### config.mk
export PLATFORM = sky130hd
export DESIGN_NAME = wstk_core
export DESIGN_NICKNAME = d
export VERILOG_FILES = /design/src/rtl/wstk_pkg.sv /design/src/rtl/wstk_alu.sv /design/src/rtl/wstk_regfile.sv /design/src/rtl/wstk_stack.sv /design/src/rtl/wstk_core.sv
export SDC_FILE = /design/constraint.sdc
export NUM_CORES = 2
export LEC_CHECK = 0
export ABC_AREA = 1
export BUFFER_PORTS_ARGS = -buffer_cell sky130_fd_sc_hd__buf_2
export CAP_MARGIN = 20
export CORE_AREA = 2 2 448 450
export DETAILED_ROUTE_END_ITERATION = 8
export DIE_AREA = 0 0 450 452
export GPL_TIMING_DRIVEN = 0
export SLEW_MARGIN = 25
export SYNTH_ARGS = -nofsm -noshare
export SYNTH_HDL_FRONTEND = slang
export SYNTH_SLANG_ARGS = --single-unit
### constraint.sdc
create_clock -name clk -period 6.5 [get_ports clk]
set_clock_uncertainty 0.15 [all_clocks]
set_input_delay 1.3 -clock clk [delete_from_list [all_inputs] [get_ports clk]]
set_output_delay 1.3 -clock clk [all_outputs]
set_load 0.02 [all_outputs]
### src/rtl/wstk_pkg.sv
package wstk_pkg;

  typedef enum logic [4:0] {
    OP_HALT = 5'd0,  OP_SET  = 5'd1,  OP_PUSH = 5'd2,  OP_POP  = 5'd3,
    OP_EQ   = 5'd4,  OP_GT   = 5'd5,  OP_JMP  = 5'd6,  OP_JT   = 5'd7,
    OP_JF   = 5'd8,  OP_ADD  = 5'd9,  OP_MULT = 5'd10, OP_MOD  = 5'd11,
    OP_AND  = 5'd12, OP_OR   = 5'd13, OP_NOT  = 5'd14, OP_RMEM = 5'd15,
    OP_WMEM = 5'd16, OP_CALL = 5'd17, OP_RET  = 5'd18, OP_OUT  = 5'd19,
    OP_IN   = 5'd20, OP_NOOP = 5'd21
  } opcode_e;

  localparam int unsigned OP_LAST = 21;

  typedef enum logic [2:0] {
    ST_ISSUE, ST_CAPT, ST_EXEC, ST_RMEM, ST_OUT, ST_IN, ST_STOP
  } state_e;

  // Number of operand words that follow the opcode word.
  function automatic logic [1:0] opnd_count(input opcode_e op);
    case (op)
      OP_HALT, OP_RET, OP_NOOP:                       return 2'd0;
      OP_PUSH, OP_POP, OP_JMP, OP_CALL, OP_OUT, OP_IN: return 2'd1;
      OP_SET, OP_JT, OP_JF, OP_NOT, OP_RMEM, OP_WMEM:  return 2'd2;
      default:                                        return 2'd3;
    endcase
  endfunction

  // Opcodes whose first operand must name a register.
  function automatic logic writes_dest(input opcode_e op);
    case (op)
      OP_SET, OP_POP, OP_EQ, OP_GT, OP_ADD, OP_MULT, OP_MOD,
      OP_AND, OP_OR, OP_NOT, OP_RMEM, OP_IN: return 1'b1;
      default:                               return 1'b0;
    endcase
  endfunction

endpackage

### src/rtl/wstk_alu.sv
module wstk_alu
  import wstk_pkg::*;
#(
  parameter int DATA_W = 15
) (
  input  opcode_e             op,
  input  logic [DATA_W-1:0]   x,
  input  logic [DATA_W-1:0]   y,
  output logic [DATA_W-1:0]   res,
  output logic                div_zero
);

  always_comb begin
    div_zero = (op == OP_MOD) && (y == '0);
    case (op)
      OP_EQ:   res = {{(DATA_W-1){1'b0}}, (x == y)};
      OP_GT:   res = {{(DATA_W-1){1'b0}}, (x > y)};
      OP_ADD:  res = x + y;   // same-width sum keeps the wrapped bits
      OP_MULT: res = x * y;   // same-width product keeps the low bits
      OP_MOD:  res = div_zero ? '0 : (x % y);
      OP_AND:  res = x & y;
      OP_OR:   res = x | y;
      OP_NOT:  res = ~x;
      default: res = '0;
    endcase
  end

endmodule

### src/rtl/wstk_regfile.sv
module wstk_regfile #(
  parameter  int DATA_W = 15,
  parameter  int NREG   = 8,
  localparam int IDX_W  = $clog2(NREG)
) (
  input  logic              clk,
  input  logic              rst_n,
  input  logic              we,
  input  logic [IDX_W-1:0]  waddr,
  input  logic [DATA_W-1:0] wdata,
  input  logic [IDX_W-1:0]  ra,
  input  logic [IDX_W-1:0]  rb,
  input  logic [IDX_W-1:0]  rc,
  output logic [DATA_W-1:0] qa,
  output logic [DATA_W-1:0] qb,
  output logic [DATA_W-1:0] qc
);

  logic [NREG*DATA_W-1:0] flat;

  for (genvar g = 0; g < NREG; g++) begin : g_reg
    logic [DATA_W-1:0] q;
    logic              en;
    assign en = we && (waddr == IDX_W'(g));
    always_ff @(posedge clk or negedge rst_n) begin
      if (!rst_n)  q <= '0;
      else if (en) q <= wdata;
    end
    assign flat[g*DATA_W +: DATA_W] = q;
  end

  assign qa = flat[ra*DATA_W +: DATA_W];
  assign qb = flat[rb*DATA_W +: DATA_W];
  assign qc = flat[rc*DATA_W +: DATA_W];

endmodule

### src/rtl/wstk_stack.sv
module wstk_stack #(
  parameter  int DATA_W = 15,
  parameter  int DEPTH  = 64,
  localparam int CNT_W  = $clog2(DEPTH + 1),
  localparam int PTR_W  = $clog2(DEPTH)
) (
  input  logic              clk,
  input  logic              rst_n,
  input  logic              push,
  input  logic              pop,
  input  logic [DATA_W-1:0] wdata,
  output logic [DATA_W-1:0] top,
  output logic              empty,
  output logic              full
);

  logic [DATA_W-1:0] ram [DEPTH];
  logic [CNT_W-1:0]  cnt_q, cnt_d;

  always_comb begin
    cnt_d = cnt_q;
    if (push)     cnt_d = cnt_q + CNT_W'(1);
    else if (pop) cnt_d = cnt_q - CNT_W'(1);
  end

  always_ff @(posedge clk or negedge rst_n) begin
    if (!rst_n) cnt_q <= '0;
    else        cnt_q <= cnt_d;
  end

  always_ff @(posedge clk) begin
    if (push) ram[PTR_W'(cnt_q)] <= wdata;
  end

  assign top   = ram[PTR_W'(cnt_q - CNT_W'(1))];
  assign empty = (cnt_q == '0);
  assign full  = (cnt_q == CNT_W'(DEPTH));

  // the sequencer never pops an empty stack or pushes a full one
  assert_no_underflow_R8: assert property (@(posedge clk) disable iff (!rst_n)
    pop |-> !empty);
  assert_no_overflow_R8: assert property (@(posedge clk) disable iff (!rst_n)
    push |-> !full);
  assert_push_fills_R8: assert property (@(posedge clk) disable iff (!rst_n)
    push |=> !empty);

endmodule

### src/rtl/wstk_core.sv
module wstk_core
  import wstk_pkg::*;
#(
  parameter  int DATA_W      = 15,
  parameter  int NREG        = 8,
  parameter  int STACK_DEPTH = 64,
  parameter  int CHAR_W      = 8,
  localparam int WORD_W      = DATA_W + 1,
  localparam int IDX_W       = $clog2(NREG)
) (
  input  logic              clk,
  input  logic              rst_n,
  output logic [DATA_W-1:0] mem_addr,
  output logic              mem_wr_en,
  output logic [WORD_W-1:0] mem_wdata,
  input  logic [WORD_W-1:0] mem_rdata,
  output logic              out_valid,
  input  logic              out_ready,
  output logic [CHAR_W-1:0] out_data,
  input  logic              in_valid,
  input  logic [CHAR_W-1:0] in_data,
  output logic              in_ready,
  output logic              halted,
  output logic              fault
);

  // Reset: asserted asynchronously, released through two flops
  logic [1:0] rsync_q;
  logic       rst_core_n;
  always_ff @(posedge clk or negedge rst_n) begin
    if (!rst_n) rsync_q <= '0;
    else        rsync_q <= {rsync_q[0], 1'b1};
  end
  assign rst_core_n = rsync_q[1];

  // Operand word helpers
  function automatic logic opnd_bad(input logic [WORD_W-1:0] w);
    return w[WORD_W-1] && (w[DATA_W-1:IDX_W] != '0);
  endfunction

  // State
  state_e             state_q, state_d;
  opcode_e            opc_q, opc_d;
  logic [DATA_W-1:0]  pc_q, pc_d;
  logic [1:0]         idx_q, idx_d;
  logic [WORD_W-1:0]  w1_q, w1_d, w2_q, w2_d, w3_q, w3_d;
  logic [CHAR_W-1:0]  out_q, out_d;
  logic               fault_q, fault_d;

  // Datapath
  logic               rf_we;
  logic [DATA_W-1:0]  rf_wdata, rf_qa, rf_qb, rf_qc;
  logic [DATA_W-1:0]  va, vb, vc, alu_res, stk_top, stk_wdata, pc_next;
  logic               alu_div0, stk_push, stk_pop, stk_empty, stk_full;
  logic [1:0]         n_opnd, cap_cnt;
  logic               bad_any, dest_bad, trap;

  wstk_regfile #(.DATA_W(DATA_W), .NREG(NREG)) u_rf (
    .clk(clk), .rst_n(rst_core_n), .we(rf_we), .waddr(w1_q[IDX_W-1:0]),
    .wdata(rf_wdata), .ra(w1_q[IDX_W-1:0]), .rb(w2_q[IDX_W-1:0]),
    .rc(w3_q[IDX_W-1:0]), .qa(rf_qa), .qb(rf_qb), .qc(rf_qc)
  );

  wstk_stack #(.DATA_W(DATA_W), .DEPTH(STACK_DEPTH)) u_stk (
    .clk(clk), .rst_n(rst_core_n), .push(stk_push), .pop(stk_pop),
    .wdata(stk_wdata), .top(stk_top), .empty(stk_empty), .full(stk_full)
  );

  wstk_alu #(.DATA_W(DATA_W)) u_alu (
    .op(opc_q), .x(vb), .y(vc), .res(alu_res), .div_zero(alu_div0)
  );

  assign va = w1_q[WORD_W-1] ? rf_qa : w1_q[DATA_W-1:0];
  assign vb = w2_q[WORD_W-1] ? rf_qb : w2_q[DATA_W-1:0];
  assign vc = w3_q[WORD_W-1] ? rf_qc : w3_q[DATA_W-1:0];

  assign n_opnd   = opnd_count(opc_q);
  assign cap_cnt  = opnd_count(opcode_e'(mem_rdata[4:0]));
  assign pc_next  = pc_q + DATA_W'(n_opnd) + DATA_W'(1);
  assign bad_any  = ((n_opnd >= 2'd1) && opnd_bad(w1_q)) ||
                    ((n_opnd >= 2'd2) && opnd_bad(w2_q)) ||
                    ((n_opnd == 2'd3) && opnd_bad(w3_q));
  assign dest_bad = writes_dest(opc_q) && !w1_q[WORD_W-1];

  // Next-state logic
  always_comb begin
    state_d   = state_q;
    opc_d     = opc_q;
    pc_d      = pc_q;
    idx_d     = idx_q;
    w1_d      = w1_q;
    w2_d      = w2_q;
    w3_d      = w3_q;
    out_d     = out_q;
    fault_d   = fault_q;
    mem_addr  = pc_q + DATA_W'(idx_q);
    mem_wr_en = 1'b0;
    mem_wdata = {1'b0, vb};
    rf_we     = 1'b0;
    rf_wdata  = alu_res;
    stk_push  = 1'b0;
    stk_pop   = 1'b0;
    stk_wdata = va;
    out_valid = 1'b0;
    in_ready  = 1'b0;
    trap      = 1'b0;

    case (state_q)
      ST_ISSUE: state_d = ST_CAPT;

      ST_CAPT: begin
        if (idx_q == 2'd0) begin
          if (mem_rdata > WORD_W'(OP_LAST)) begin
            trap = 1'b1;
          end else begin
            opc_d = opcode_e'(mem_rdata[4:0]);
            if (cap_cnt == 2'd0) state_d = ST_EXEC;
            else begin
              idx_d   = 2'd1;
              state_d = ST_ISSUE;
            end
          end
        end else begin
          case (idx_q)
            2'd1:    w1_d = mem_rdata;
            2'd2:    w2_d = mem_rdata;
            default: w3_d = mem_rdata;
          endcase
          if (idx_q == n_opnd) begin
            idx_d   = 2'd0;
            state_d = ST_EXEC;
          end else begin
            idx_d   = idx_q + 2'd1;
            state_d = ST_ISSUE;
          end
        end
      end

      ST_EXEC: begin
        state_d = ST_ISSUE;
        pc_d    = pc_next;
        if (bad_any || dest_bad) begin
          trap = 1'b1;
        end else begin
          case (opc_q)
            OP_HALT: state_d = ST_STOP;
            OP_SET: begin
              rf_we    = 1'b1;
              rf_wdata = vb;
            end
            OP_PUSH: begin
              if (stk_full) trap = 1'b1;
              else          stk_push = 1'b1;
            end
            OP_POP: begin
              if (stk_empty) trap = 1'b1;
              else begin
                rf_we    = 1'b1;
                rf_wdata = stk_top;
                stk_pop  = 1'b1;
              end
            end
            OP_EQ, OP_GT, OP_ADD, OP_MULT, OP_AND, OP_OR, OP_NOT: rf_we = 1'b1;
            OP_MOD: begin
              if (alu_div0) trap = 1'b1;
              else          rf_we = 1'b1;
            end
            OP_JMP: pc_d = va;
            OP_JT:  if (va != '0) pc_d = vb;
            OP_JF:  if (va == '0) pc_d = vb;
            OP_RMEM: begin
              mem_addr = vb;
              state_d  = ST_RMEM;
            end
            OP_WMEM: begin
              mem_addr  = va;
              mem_wr_en = 1'b1;
              mem_wdata = {1'b0, vb};
            end
            OP_CALL: begin
              if (stk_full) trap = 1'b1;
              else begin
                stk_push  = 1'b1;
                stk_wdata = pc_next;
                pc_d      = va;
              end
            end
            OP_RET: begin
              if (stk_empty) trap = 1'b1;
              else begin
                stk_pop = 1'b1;
                pc_d    = stk_top;
              end
            end
            OP_OUT: begin
              out_d   = va[CHAR_W-1:0];
              state_d = ST_OUT;
            end
            OP_IN:   state_d = ST_IN;
            default: ;
          endcase
        end
      end

      ST_RMEM: begin
        rf_we    = 1'b1;
        rf_wdata = mem_rdata[DATA_W-1:0];
        state_d  = ST_ISSUE;
      end

      ST_OUT: begin
        out_valid = 1'b1;
        if (out_ready) state_d = ST_ISSUE;
      end

      ST_IN: begin
        in_ready = 1'b1;
        if (in_valid) begin
          rf_we    = 1'b1;
          rf_wdata = DATA_W'(in_data);
          state_d  = ST_ISSUE;
        end
      end

      default: ;
    endcase

    if (trap) begin
      fault_d   = 1'b1;
      state_d   = ST_STOP;
      rf_we     = 1'b0;
      stk_push  = 1'b0;
      stk_pop   = 1'b0;
      mem_wr_en = 1'b0;
    end
  end

  // Registers
  always_ff @(posedge clk or negedge rst_core_n) begin
    if (!rst_core_n) begin
      state_q <= ST_ISSUE;
      opc_q   <= OP_NOOP;
      pc_q    <= '0;
      idx_q   <= '0;
      w1_q    <= '0;
      w2_q    <= '0;
      w3_q    <= '0;
      out_q   <= '0;
      fault_q <= 1'b0;
    end else begin
      state_q <= state_d;
      opc_q   <= opc_d;
      pc_q    <= pc_d;
      idx_q   <= idx_d;
      w1_q    <= w1_d;
      w2_q    <= w2_d;
      w3_q    <= w3_d;
      out_q   <= out_d;
      fault_q <= fault_d;
    end
  end

  assign halted   = (state_q == ST_STOP);
  assign fault    = fault_q;
  assign out_data = out_q;

  // once stopped, always stopped and silent
  assert_stop_sticky_R12: assert property (@(posedge clk) disable iff (!rst_core_n)
    halted |=> halted);
  assert_stop_quiet_R12: assert property (@(posedge clk) disable iff (!rst_core_n)
    halted |-> (!out_valid && !in_ready && !mem_wr_en));
  // an error always comes with a stop
  assert_fault_stops_R13: assert property (@(posedge clk) disable iff (!rst_core_n)
    fault |-> halted);
  // a pending character is held steady until accepted
  assert_out_hold_R10: assert property (@(posedge clk) disable iff (!rst_core_n)
    (out_valid && !out_ready) |=> (out_valid && $stable(out_data)));
  // exactly one byte is taken per input instruction
  assert_in_single_R11: assert property (@(posedge clk) disable iff (!rst_core_n)
    (in_ready && in_valid) |=> !in_ready);

endmodule

==> results by group <==
Outcome
  – Outcome: finished with violations
  – Failing checks: negative setup slack

Floorplan
  – Die Span X: 450 um
  – Core ar.: between 150000 and 200000 um2
  – # rows: ~160
  – DIE AREA: 203000 um2
  – Starting density of the core: between 30% and 40%
  – Top Ports: 72
  – Die Y: approximately 450 um

Clocking
  – Root buffer cell: clkbuf_16
  – Depth of the CTS H-tree: 3
  – Number of CTS-inserted buffers: about 120
  – Post-CTS Hold Buffers: 0
  – Maximum root-to-sink buffer count: 3
  – Clk pin slew, worst setup/hold paths: roughly 0.060 ns
  – Clock latency at the later pin of the worst-skew pair: approximately 0.80 ns
  – Clk sink count: 1171
  – CTS tree: yes

Placement
  – Placed Cells incl. Taps: ~9400
  – HPWL after detailed placement: ~210 mm
  – Final GP Congestion: 0.997
  – Pre-CTS setup slack: -25.26 ns
  – Port bufs: 70

Timing
  – Setup violators final: 130
  – Max Fclk: around 35 MHz
  – Rel. slew slack: about 16%
  – Pins Over Slew Limit: 0
  – Setup ws final: -22.28 ns
  – Share of the clock period used by the worst path after layout: 443%
  – Slew @ Worst Pin: ~1.3 ns
  – Minimum clock period: ~29 ns
  – Fin. Hold Viols: 0
  – Unrepaired setup endpoints after global routing: true

Power
  – Power Density: between 150 and 200 nW/um2
  – PnR Total Power: approximately 16 mW
  – Leakage: 33.1 nW
  – Sequential share of power: 50.9%
  – Comb pwr share: ~4%
  – Peak supply drop: 0.296 mV
  – Sw frac: 22.4%
  – Int Power: approximately 12 mW
  – Clock power frac: between 40% and 50%
  – Sw power: roughly 3.5 mW

Worst setup path
  – Reg-to-reg setup timing slack: -22.28 ns
  – Crit path largest cell delay: roughly 0.45 ns
  – Worst path arrival time: roughly 29 ns
  – CP max-delay cell: dfrtp_2
  – CP Max Fanout: 10
  – CP Class: reg2reg
  – Critical Path RT: 6.98 ns
  – Setup crit start: w2_q[1]
  – Worst setup SP type: register
  – CP dominant cell by count: nand2_2
  – R2R Path Start: w2_q[1]
  – CP endpoint kind: register
  – Crit path to: u_rf.g_reg[1].q[0]
  – Critical R2R Capture: u_rf.g_reg[1].q[0]
  – Worst-case reg-to-reg path depth: between 200 and 250

Global route
  – Vias in the first global route: ~55000
  – First-pass GRT wire length: between 400 and 500 mm
  – Pin count of the biggest net entering global routing: 65
  – Overflow after GRT: 0
  – Overall Global Routing Usage: between 20 and 30%
  – Antenna violations before repair: 1

Logic synthesis
  – Largest area contributor in the synthesized netlist: edfxtp_1
  – Mapped Area: around 63000 um2
  – Area share of the largest cell type after synthesis: approximately 46%
  – Seq/Total Area, Yosys: 54.0%
  – Synth Flop Type: edfxtp_1
  – Post-Syn Nets: 6879
  – Netlist cell types: 75
  – Synthesized flop and latch total: 1171
  – Post-synth EDFFs: 960
  – Synth Warn #: 0
  – Post-Synthesis Cells: ~6600
  – Avg Cell Area, Syn: around 9.6 um2
  – FFs w/ async S/R, synth: between 10% and 20%
  – Synth area leaders: edfxtp_1 (46%), nand2_1 (9.7%), dfrtp_1 (8.2%), ha_1 (4.4%), a21oi_1 (3.6%)

Detailed routing
  – Post-DRT Antenna Nets: 0
  – Total wire length: around 300 mm
  – Initial DRC Count: 8998
  – Via-to-Cell Ratio: 5.83
  – Via count: 58700
  – Initial DRT Pass Iterations: 9
  – DRC: 0
  – Wire per inst: 29.4 um

Run
  – Max cap viols: 0

Finish
  – Synth-to-Final Area Change: 26.9%
  – Fin cells: 10100
  – Share of cells above drive strength 1: about 21%
  – Commonest non-fill, non-tap cell in the layout: nand2_1
  – Core Util, Final: around 40%
  – Fin nets: about 7600
  – Most frequent cells in the layout: nand2_1 (1494), edfxtp_1 (960), inv_1 (531)

Worst hold path
  – Hold crit path type: reg2async
==> power by group through the flow <==
| stage | Clock, mW | Combinational [mW] | Sequential [mW] |
|---|---|---|---|
| finish | 7.12 | 0.632 | 8.03 |
| global route | 7.40 | 0.710 | 8.03 |
| CTS | 7.11 | 0.594 | 8.04 |
| detailed placement | 0 | 0.547 | 8.19 |
| global placement | 0 | 0.499 | 8.22 |
| floorplan | 0 | 0.368 | 8.21 |
==> sequential cells by signal (all words and copies together) (netlist names) <==
| name | flops |
|---|---|
| rsync_q | 2 |
| u_rf.g.q | 120 |
| idx_q | 2 |
| opc_q | 5 |
| state_q | 3 |
| out_data | 8 |
| fault | 1 |
| w3_q | 16 |
| u_stk.cnt_q | 7 |
| u_stk.ram | 960 |
| w2_q | 16 |
| pc_q | 15 |
| w1_q | 16 |
==> worst min-delay path by stage <==
stage	to	slack (ns)	cells past startpoint
3_5_place_dp	u_rf.g_reg[2].q[11]	0.17	0
2_1_floorplan	rsync_q[1]	0.18	0
3_3_place_gp	rsync_q[1]	0.19	0
4_1_cts	rsync_q[1]	0.12	1
6_report	u_rf.g_reg[2].q[11]	0.15	0
5_1_grt	rsync_q[1]	0.15	1
==> layer usage <==
layer / global-route usage (%) / routed length [um]
met5: 0 / 0
met4: 17.7 / 23800
met3: 7.25 / 35300
met2: 43.2 / 130000
met1: 34.2 / 107000
==> final cells by class <==
class	count	area, um2
timing repair inverter	1	16.3
clock inverter	76	866
multi-input combinational	4453	28200
sequential	1171	34100
timing repair buffer	622	6440
antenna	5	12.5
inverter	580	2250
clock buffer	143	3070
tap	2656	3320
buffer	354	1860
fill	19000	118000
==> Yosys cell counts, types with 57 or more instances <==
cell         n
o22ai_1     84
clkbuf_1   249
fa_1        72
o21ai_0    410
nor2_1     414
ha_1       220
xor2_1      60
xnor2_1     57
nand2_1   1631
a21oi_1    460
nand3_1    223
inv_1      551
edfxtp_1   960
nor3_1      57
o211ai_1    70
a221oi_1   148
dfrtp_1    208
==> cell families (layout without fill, tap and decap cells) <==
| group | count (synthesis) | after routing | share of synthesized area (%) |
|---|---|---|---|
| simple gates | 2479 | 2480 | 16.2 |
| xor+xnor | 117 | 117 | 1.62 |
| fa+ha+maj | 292 | 292 | 6.64 |
| mux | 1 | 1 | 0.0178 |
| compound gates | 1561 | 1561 | 15.6 |
| other cells | 2 | 7 | 0.0119 |
| flops | 1171 | 1171 | 54.0 |
| buf+inv | 936 | 1776 | 5.88 |
==> stage by stage <==
step | hold WS, ns | TNS, ns | cell area, um2
after global routing | 0.148 | -2789.49 | 80100
final | 0.150 | -2651.89 | 80100
after global placement | 0.187 | -7556.31 | 67100
after detailed placement | 0.172 | -3299.34 | 70600
after floorplan | 0.181 | -2358.83 | 63500
after CTS | 0.120 | -2536.29 | 78500
==> critical path: cells and delay by family, from the launching register on <==
kind / cells / cell delay (ns)
buf+inv: 35 / 4.17
xor+xnor: 1 / 0.16
fa+ha+maj: 14 / 3.71
compound gates: 81 / 12.16
simple gates: 83 / 7.67
flops: 1 / 0.45
==> what timing repair did <==
item | 4_1_cts | 5_1_grt
hold endpoints to repair | 0 | 0
pin swaps | 197 | 199
setup buffers | 356 | 78
cloned | 2 | 0
endpoints found under the setup margin | 1344 | 144
resized for setup | 346 | 235
Note: power is estimated with default switching activity, not from simulation.
